[config.mk]
export PLATFORM = sky130hd
export DESIGN_NAME = wave_bus_ctrl
export DESIGN_NICKNAME = d
export VERILOG_FILES = /design/src/rtl/wbc_pkg.sv /design/src/rtl/wbc_mode_ctrl.sv /design/src/rtl/wbc_host_wr.sv /design/src/rtl/wbc_read_pipe.sv /design/src/rtl/wave_bus_ctrl.sv
export SDC_FILE = /design/constraint.sdc
export NUM_CORES = 1
export LEC_CHECK = 0
export CAP_MARGIN = 20
export CORE_UTILIZATION = 36
export DETAILED_ROUTE_END_ITERATION = 10
export PLACE_DENSITY = 0.78
export SYNTH_ARGS = -nofsm -noshare
export SYNTH_HDL_FRONTEND = slang
export SYNTH_SLANG_ARGS = --single-unit
export TNS_END_PERCENT = 20
[constraint.sdc]
create_clock -name clk -period 1.35 [get_ports clk]
set_input_delay 0.135 -clock clk [delete_from_list [all_inputs] [get_ports clk]]
set_output_delay 0.135 -clock clk [all_outputs]
set_load 0.05 [all_outputs]
[src/rtl/wbc_pkg.sv]
package wbc_pkg;

    typedef enum logic [1:0] {
        ST_LOAD    = 2'd0,
        ST_TO_SYN  = 2'd1,
        ST_SYN     = 2'd2,
        ST_TO_LOAD = 2'd3
    } bus_state_e;

    function automatic bus_state_e step_state(bus_state_e cur, logic want_syn);
        bus_state_e nxt;
        case (cur)
            ST_LOAD:    nxt = want_syn ? ST_TO_SYN : ST_LOAD;
            ST_TO_SYN:  nxt = ST_SYN;
            ST_SYN:     nxt = want_syn ? ST_SYN : ST_TO_LOAD;
            default:    nxt = ST_LOAD;
        endcase
        return nxt;
    endfunction

endpackage

[src/rtl/wbc_mode_ctrl.sv]
module wbc_mode_ctrl
    import wbc_pkg::*;
#(
    parameter int SYNC_STAGES = 2
) (
    input  logic       clk,
    input  logic       rst,
    input  logic       mode_async,
    output logic       mode_sync,
    output bus_state_e state
);

    logic [SYNC_STAGES-1:0] chain;

    always_ff @(posedge clk) begin
        if (rst) begin
            chain <= '0;
            state <= ST_LOAD;
        end else begin
            chain <= {chain[SYNC_STAGES-2:0], mode_async};
            state <= step_state(state, chain[SYNC_STAGES-1]);
        end
    end

    assign mode_sync = chain[SYNC_STAGES-1];


    guard_before_syn_chk: assert property (@(posedge clk) disable iff (rst)
        (state == ST_SYN) |-> ($past(state) == ST_SYN || $past(state) == ST_TO_SYN));


    guard_before_load_chk: assert property (@(posedge clk) disable iff (rst)
        (state == ST_LOAD) |-> ($past(state) == ST_LOAD || $past(state) == ST_TO_LOAD));

endmodule

[src/rtl/wbc_host_wr.sv]
module wbc_host_wr #(
    parameter int DATA_W = 12
) (
    input  logic              clk,
    input  logic              rst,
    input  logic              load_ok,
    input  logic              host_wr,
    input  logic [DATA_W-1:0] host_wdata,
    output logic              wr_en,
    output logic [DATA_W-1:0] wr_data
);

    logic wr_prev;

    always_ff @(posedge clk) begin
        if (rst) begin
            wr_prev <= 1'b0;
            wr_en   <= 1'b0;
            wr_data <= '0;
        end else begin
            wr_prev <= host_wr;
            wr_en   <= load_ok && host_wr && !wr_prev;
            wr_data <= host_wdata;
        end
    end


    single_pulse_chk: assert property (@(posedge clk) disable iff (rst)
        wr_en |=> !wr_en);


    strobe_edge_chk: assert property (@(posedge clk) disable iff (rst)
        wr_en |-> $past(host_wr));

endmodule

[src/rtl/wbc_read_pipe.sv]
module wbc_read_pipe #(
    parameter int ADDR_W = 13,
    parameter int DATA_W = 12
) (
    input  logic              clk,
    input  logic              rst,
    input  logic              syn_sel,
    input  logic [ADDR_W-1:0] acc_addr,
    input  logic [ADDR_W-1:0] host_addr,
    input  logic [DATA_W-1:0] ram_rdata,
    output logic [ADDR_W-1:0] ram_addr,
    output logic [DATA_W-1:0] rd_data,
    output logic [DATA_W-1:0] dac_out
);

    localparam logic [DATA_W-1:0] MID = DATA_W'(1) << (DATA_W - 1);

    logic v_addr, v_data;

    always_ff @(posedge clk) begin
        if (rst) begin
            ram_addr <= '0;
            rd_data  <= '0;
            dac_out  <= MID;
            v_addr   <= 1'b0;
            v_data   <= 1'b0;
        end else begin
            ram_addr <= syn_sel ? acc_addr : host_addr;
            v_addr   <= syn_sel;
            rd_data  <= ram_rdata;
            v_data   <= v_addr;
            dac_out  <= v_data ? rd_data : MID;
        end
    end


    acc_drives_ram_chk: assert property (@(posedge clk) disable iff (rst)
        syn_sel |=> (ram_addr == $past(acc_addr)));


    quiet_dac_chk: assert property (@(posedge clk) disable iff (rst)
        (!syn_sel && !$past(syn_sel) && !$past(syn_sel, 2)) |=> (dac_out == MID));

endmodule

[src/rtl/wave_bus_ctrl.sv]
module wave_bus_ctrl
    import wbc_pkg::*;
#(
    parameter int ADDR_W = 13,
    parameter int DATA_W = 12
) (
    input  logic              clk,
    input  logic              rst,
    input  logic              host_mode,
    input  logic [ADDR_W-1:0] host_addr,
    input  logic [DATA_W-1:0] host_wdata,
    input  logic              host_wr,
    output logic [DATA_W-1:0] host_rdata,
    input  logic [ADDR_W-1:0] acc_addr,
    output logic [ADDR_W-1:0] ram_addr,
    output logic [DATA_W-1:0] ram_wdata,
    output logic              ram_we,
    input  logic [DATA_W-1:0] ram_rdata,
    output logic [DATA_W-1:0] dac_out
);

    bus_state_e state;
    logic       mode_sync;
    logic       load_ok;
    logic       syn_sel;

    wbc_mode_ctrl #(.SYNC_STAGES(2)) u_mode (
        .clk        (clk),
        .rst        (rst),
        .mode_async (host_mode),
        .mode_sync  (mode_sync),
        .state      (state)
    );

    assign load_ok = (state == ST_LOAD) && !mode_sync;
    assign syn_sel = (state == ST_SYN);

    wbc_host_wr #(.DATA_W(DATA_W)) u_wr (
        .clk        (clk),
        .rst        (rst),
        .load_ok    (load_ok),
        .host_wr    (host_wr),
        .host_wdata (host_wdata),
        .wr_en      (ram_we),
        .wr_data    (ram_wdata)
    );

    wbc_read_pipe #(.ADDR_W(ADDR_W), .DATA_W(DATA_W)) u_pipe (
        .clk       (clk),
        .rst       (rst),
        .syn_sel   (syn_sel),
        .acc_addr  (acc_addr),
        .host_addr (host_addr),
        .ram_rdata (ram_rdata),
        .ram_addr  (ram_addr),
        .rd_data   (host_rdata),
        .dac_out   (dac_out)
    );


    no_write_in_syn_chk: assert property (@(posedge clk) disable iff (rst)
        ram_we |-> (state == ST_LOAD));


    no_write_after_guard_chk: assert property (@(posedge clk) disable iff (rst)
        (state == ST_TO_LOAD) |=> !ram_we);

endmodule

==> results of run 1 <==
registers in the layout (all words and copies together), names as in the netlist:
register,count
u_wr.wr_en,1
u_pipe.v_addr,1
u_wr.wr_data,12
u_mode.state,2
u_mode.chain,2
u_pipe.ram_addr,13
u_pipe.rd_data,12
u_pipe.dac_out,12
u_wr.wr_prev,1
u_pipe.v_data,1
stage by stage:
step	util	instances	total power [mW]	setup slack (ns)
finish	0.671	311	4.09	0.261
global route	0.671	311	4.27	0.178
CTS	0.671	311	4.14	0.246
detailed placement	0.625	295	2.53	0.249
global placement	0.625	295	2.52	0.288
floorplan	-	143	2.20	0.237
power by group through the flow:
stage	Sequential [mW]	Combinational [mW]	Clock, mW
after global routing	1.80	0.723	1.74
after CTS	1.80	0.692	1.65
after global placement	1.83	0.685	0
after floorplan	2.07	0.130	0
after detailed placement	1.84	0.690	0
final	1.80	0.685	1.60
logic make-up (layout without fill, tap and decap cells):
family,Yosys count,in the layout
adders and majority gates,3,3
buffers and inverters,10,126
DFF,57,57
muxes,14,14
and+or+nand+nor,59,59
cells in the final DEF (no fill, tap or decap):
cell             instances
dfxtp_1                 57
clkdlybuf4s50_1         52
buf_4                   45
nor2b_1                 30
mux2i_1                 14
nor2_1                  14
clkbuf_8                12
and2_1                  11
buf_12                  10
ha_1                     3
inv_1                    2
clkbuf_1                 2
nor3_1                   1
nor2b_4                  1
and3_1                   1
nand2b_1                 1
bufinv_16                1
clkinv_2                 1
buf_2                    1
area by class of cell:
cell class | instances | area, µm²
Tap cell | 52 | 65.1
Fill cell | 334 | 1470
Clock inverter | 2 | 35.0
Clock buffer | 14 | 173
Inverter | 2 | 7.51
Sequential cell | 57 | 1140
Multi-Input combinational cell | 76 | 518
Timing Repair Buffer | 108 | 1060
per-layer routing:
metal / vias to the layer above / global-route usage
met2: 61 / 0.250
met1: 565 / 0.152
met3: 7 / 0.0689
met5: - / 0
met4: 0 / 0.0867
li1: 668 / -
critical path, delay by kind of cell (launching register included):
family / cells / cell delay (ns)
and+or+nand+nor: 1 / 0.05
DFF: 1 / 0.31
muxes: 1 / 0.21
buffers and inverters: 2 / 0.25
adders and majority gates: 1 / 0.16
worst max path at each step:
stage                          from                   to  slack, ns  depth (start not counted)
CTS                 u_mode.state[0]   u_pipe.ram_addr[9]       0.25                          5
finish              u_mode.state[0]   u_pipe.ram_addr[9]       0.26                          5
global route        u_mode.state[0]   u_pipe.ram_addr[0]       0.18                          5
floorplan           u_mode.state[0]  u_pipe.ram_addr[10]       0.24                          6
detailed placement  u_mode.state[0]   u_pipe.ram_addr[9]       0.25                          5
global placement    u_mode.state[0]  u_pipe.ram_addr[10]       0.29                          5
Yosys cell counts, drive strengths merged:
library cell  instances  area, µm²
nand2b                1       6.26
dfxtp                57       1140
and3                  1       6.26
nor2                 14       52.6
and2                 11       68.8
buf                   8       65.1
inv                   2       7.51
nor2b                31        201
mux2i                14        140
ha                    3       37.5
nor3                  1       5.00
==> impl_metrics.tcl, run 1 <==
set metrics [dict create \
    grt_start_max_net_pins 15 \
    routedWlPerCell_um 11.1 \
    drtPass1Iterations 7 \
    seq_area_frac_synth 0.659 \
    min-delay-start "rst" \
    crit_fanout 7 \
    area_growth_pct 73.4 \
    whs_endpoint "u_pipe.ram_addr[8]" \
    status "complete, but fails checks" \
    pwr-share-comb 0.168 \
    end_kind "flip-flop" \
    die_h_um 71.4 \
    hold-worst-slack_ns 0.165 \
    cts-hold-fix-buffers 0 \
    worstReg2RegEnd "u_pipe.ram_addr[9]" \
    start_util 0.387 \
    antenna_found_initial 0 \
    fin_area_um2 3000 \
    dr_wl_met3_um 359 \
    seqPwrFrac 0.440 \
    h-tree-depth 3 \
    netlist_area_um2 1730 \
    wl_met1_um 1270 \
    ys_seq_elements 57 \
    top_layer_used "met4" \
    violations "design-rule violations" \
    synth_top_family_by_area "simple AND/OR/NAND/NOR gates" \
    r2r-start "u_mode.state[0]" \
    period_share 0.807 \
    hold_path.class "primary input to flip-flop" \
    wl_met2_um 1760 \
    criticalPathCategory "flip-flop to flip-flop" \
    setup_viol 0 \
    clk_latency_ns 0.31 \
    post_cts_buffers 0 \
    clk_path_buf_depth 2 \
    peakVddDrop_v 0.000846 \
    dp_hpwl_um 2590 \
    timing.fmax_ghz 0.918 \
    cts_tree "done" \
    swShare 0.243 \
    p_leak_nw 1.30 \
    finalHoldViolCount 0 \
    num_io_pins 104 \
    synth_mux_area_frac 0.0809 \
    numPortBuffers 103 \
    syn-num-nets 200 \
    startpoint_type "flip-flop" \
    die_x_um 71.4 \
    switching_power_mw 0.992 \
    drt-total-wl_um 3440 \
    rr_worst_depth 5 \
    placementRows 24 \
    drive_above_1_share 0.274 \
    place_area_um2 2800 \
    drtIter0Drc 24 \
    clock_sinks 57 \
    ys_types 15 \
    synth_xor_area_frac 0 \
    synth_warnings 0 \
    clock-skew-final_ns 0.00741 \
    slew_headroom 0.821 \
    cpMaxStageDelayCell "dfxtp_1" \
    synth_compound_area_frac 0 \
    max_slew.worst_pin.slew_ns 0.269 \
    clk_pin_slew_ns 0.06 \
    p_int_mw 3.09 \
    numCtsBuffers 9 \
    crit_required_ns 1.56 \
    final.min_clock_period_ns 1.09 \
    ant_nets 0 \
    grt_pass1_vias 1236 \
    clockRootBuffer "clkbuf_8" \
    worstPathArrival_ns 1.30 \
    coreArea_um2 4470 \
    nNetsFinal 311 \
    finalMaxSlewViolations 0 \
    cap_violations 0 \
    fin_tns_setup_ns 0 \
    power_density_nw_per_um2 1360 \
    cpPeakStageDelay_ns 0.31 \
    track_usage 0.149 \
    synth-simple-area-share 0.197 \
    num_antenna_cells 0 \
    synth_fa_ha_area_frac 0.0217 \
    grt_pass1_wl_um 5560 \
    synth_area_per_cell_um2 12.1 \
    cts-resized-gates 0 \
    gp_congestion 0.606 \
    clkPwrFrac 0.392 \
    die-area_um2 5090 \
    grt_overflow 0 \
    hold_path_depth 2 \
    syn_inst 143 \
    rsz0062_at_grt "false" \
    vias_per_cell 4.18 \
    path_cells "inv_1, ha_1, buf_4, mux2i_1, nor2_1" \
    r2r_slack_ns 0.26 \
    drc 6 \
    vias 1301 \
]
Power figures use the tool's default switching activity.
==> run 2, diff against run 1 <==
--- a/config.mk
+++ b/config.mk
@@ -6,9 +6,9 @@
 export NUM_CORES = 1
 export LEC_CHECK = 0
 export CAP_MARGIN = 20
-export CORE_UTILIZATION = 36
+export CORE_UTILIZATION = 33
 export DETAILED_ROUTE_END_ITERATION = 10
-export PLACE_DENSITY = 0.78
+export PLACE_DENSITY = 0.75
 export SYNTH_ARGS = -nofsm -noshare
 export SYNTH_HDL_FRONTEND = slang
 export SYNTH_SLANG_ARGS = --single-unit
==> constraint.sdc (replaced) <==
create_clock -name clk -period 0.9 [get_ports clk]
set_input_delay 0.09 -clock clk [delete_from_list [all_inputs] [get_ports clk]]
set_output_delay 0.09 -clock clk [all_outputs]
set_load 0.05 [all_outputs]
==> impl_metrics.tcl, run 2 (same netlist as run 1, synthesis figures left out) <==
set metrics [dict create \
    power.total_mw 6.13 \
    worstPathArrival_ns 1.28 \
    h-tree-depth 3 \
    hold-worst-slack_ns 0.0611 \
    cpPeakStageDelay_ns 0.33 \
    finalHoldViolCount 0 \
    finalMaxSlewViolations 0 \
    p_int_mw 4.63 \
    violations "negative setup slack" \
    top_register "u_pipe.ram_addr" \
    nNetsFinal 314 \
    p_leak_nw 1.45 \
    grt_overflow 0 \
    ant_nets 0 \
    grt_pass1_wl_um 5570 \
    setup_viol 17 \
    timing.final.ws_setup_ns -0.185 \
    final.min_clock_period_ns 1.08 \
    cts_tree "done" \
    crit_buf_inv 2 \
    drc 0 \
    num_io_pins 104 \
    start_util 0.341 \
    cts-hold-fix-buffers 0 \
    clkPwrFrac 0.339 \
    layout_common_cells "clkdlybuf4s50_1, dfxtp_2, buf_12, nor2b_1" \
    track_usage 0.141 \
    clk_pin_slew_ns 0.06 \
    end_kind "flip-flop" \
    numCtsBuffers 9 \
    grt_start_max_net_pins 18 \
    startpoint_type "flip-flop" \
    crit_fanout 7 \
    worstReg2RegEnd "u_pipe.ram_addr[1]" \
    hold_path.class "primary input to flip-flop" \
    criticalPathCategory "flip-flop to flip-flop" \
    vias 1346 \
    place_inst 313 \
    path_cells "inv_2, ha_4, buf_8, mux2i_1, nor2_1" \
    clock-skew-final_ns 0.00683 \
    placementRows 26 \
    status "complete, but fails checks" \
    clockRootBuffer "clkbuf_8" \
    power_density_nw_per_um2 1690 \
    cp-startpoint "u_mode.state[0]" \
    fin_tns_setup_ns -2.16 \
    antenna_found_initial 0 \
    rr_worst_depth 5 \
    r2r_slack_ns -0.18 \
    gp_congestion 0.650 \
    r2r-start "u_mode.state[0]" \
    largest_register_ffs 13 \
    timing.fmax_ghz 0.922 \
    coreArea_um2 5070 \
    max_slew.worst_pin.slew_ns 0.244 \
    die_h_um 74.4 \
    clk_path_buf_depth 2 \
    area_growth_pct 109 \
    drtIter0Drc 49 \
    die_x_um 74.4 \
    numPortBuffers 103 \
    vias_per_cell 4.09 \
    peakVddDrop_v 0.00100 \
    die-area_um2 5540 \
    crit_cells 5 \
    rsz0062_at_grt "true" \
    swShare 0.244 \
    crit_required_ns 1.10 \
    drt-total-wl_um 3930 \
    num_antenna_cells 0 \
    critical_path.endpoint "u_pipe.ram_addr[1]" \
    drive_above_1_share 0.490 \
    instances_no_fill 329 \
    grt_pass1_vias 1285 \
    slew_headroom 0.837 \
    routedWlPerCell_um 12.0 \
    clock_sinks 57 \
    cpMaxStageDelayCell "dfxtp_2" \
    pwr-share-comb 0.210 \
    clk_latency_ns 0.31 \
    drtPass1Iterations 4 \
    switching_power_mw 1.50 \
    cap_violations 0 \
    crit_family "flip-flops" \
    period_share 1.21 \
    seqPwrFrac 0.451 \
]
-- run 2: routing by layer --
metal	global-route usage	up-vias	part of all wire
met5	0	-	0
met4	0.0964	0	0.016
li1	-	665	-
met1	0.135	618	0.36
met2	0.245	55	0.56
met3	0.0583	8	0.067
-- run 2: metrics by stage --
| step | utilization | setup slack (ns) | cell area, µm² |
|---|---|---|---|
| after floorplan | - | -0.172 | 1750 |
| after global placement | 0.657 | -0.140 | 3330 |
| after detailed placement | 0.657 | -0.169 | 3330 |
| after CTS | 0.711 | -0.122 | 3610 |
| after global routing | 0.714 | -0.237 | 3620 |
| final | 0.714 | -0.185 | 3620 |
-- run 2: worst min-delay path by stage --
stage,from,endpoint,slack [ns],depth (start not counted)
6_report,rst,u_pipe.v_data,0.06,2
5_1_grt,rst,u_pipe.v_data,0.08,2
4_1_cts,rst,u_pipe.v_data,0.04,2
3_5_place_dp,rst,u_pipe.v_data,0.38,2
3_3_place_gp,rst,u_pipe.v_data,0.39,2
2_1_floorplan,host_mode,u_mode.chain[0],0.22,1
-- run 2: area by class of cell --
type                            count  area [µm²]
Clock inverter                      1        30.0
Fill cell                         346        1450
Inverter                            2        7.51
Tap cell                           70        87.6
Timing Repair Buffer              111        1610
Clock buffer                       12         135
Sequential cell                    57        1210
Multi-Input combinational cell     76         548
-- run 2: power by group through the flow --
| stage | registers (mW) | logic [mW] | clock network [mW] |
|---|---|---|---|
| 3_3_place_gp | 2.79 | 1.22 | 0 |
| 5_1_grt | 2.78 | 1.35 | 2.24 |
| 3_5_place_dp | 2.80 | 1.24 | 0 |
| 4_1_cts | 2.76 | 1.29 | 2.14 |
| 2_1_floorplan | 3.11 | 0.198 | 0 |
| 6_report | 2.77 | 1.29 | 2.08 |
-- run 2: repair_timing --
item,CTS,global route
endpoints found under the hold margin,0,0
buffers inserted,3,0
endpoints found under the setup margin,67,47
gates resized for setup,48,8
pin swaps,3,2
cloned,0,0
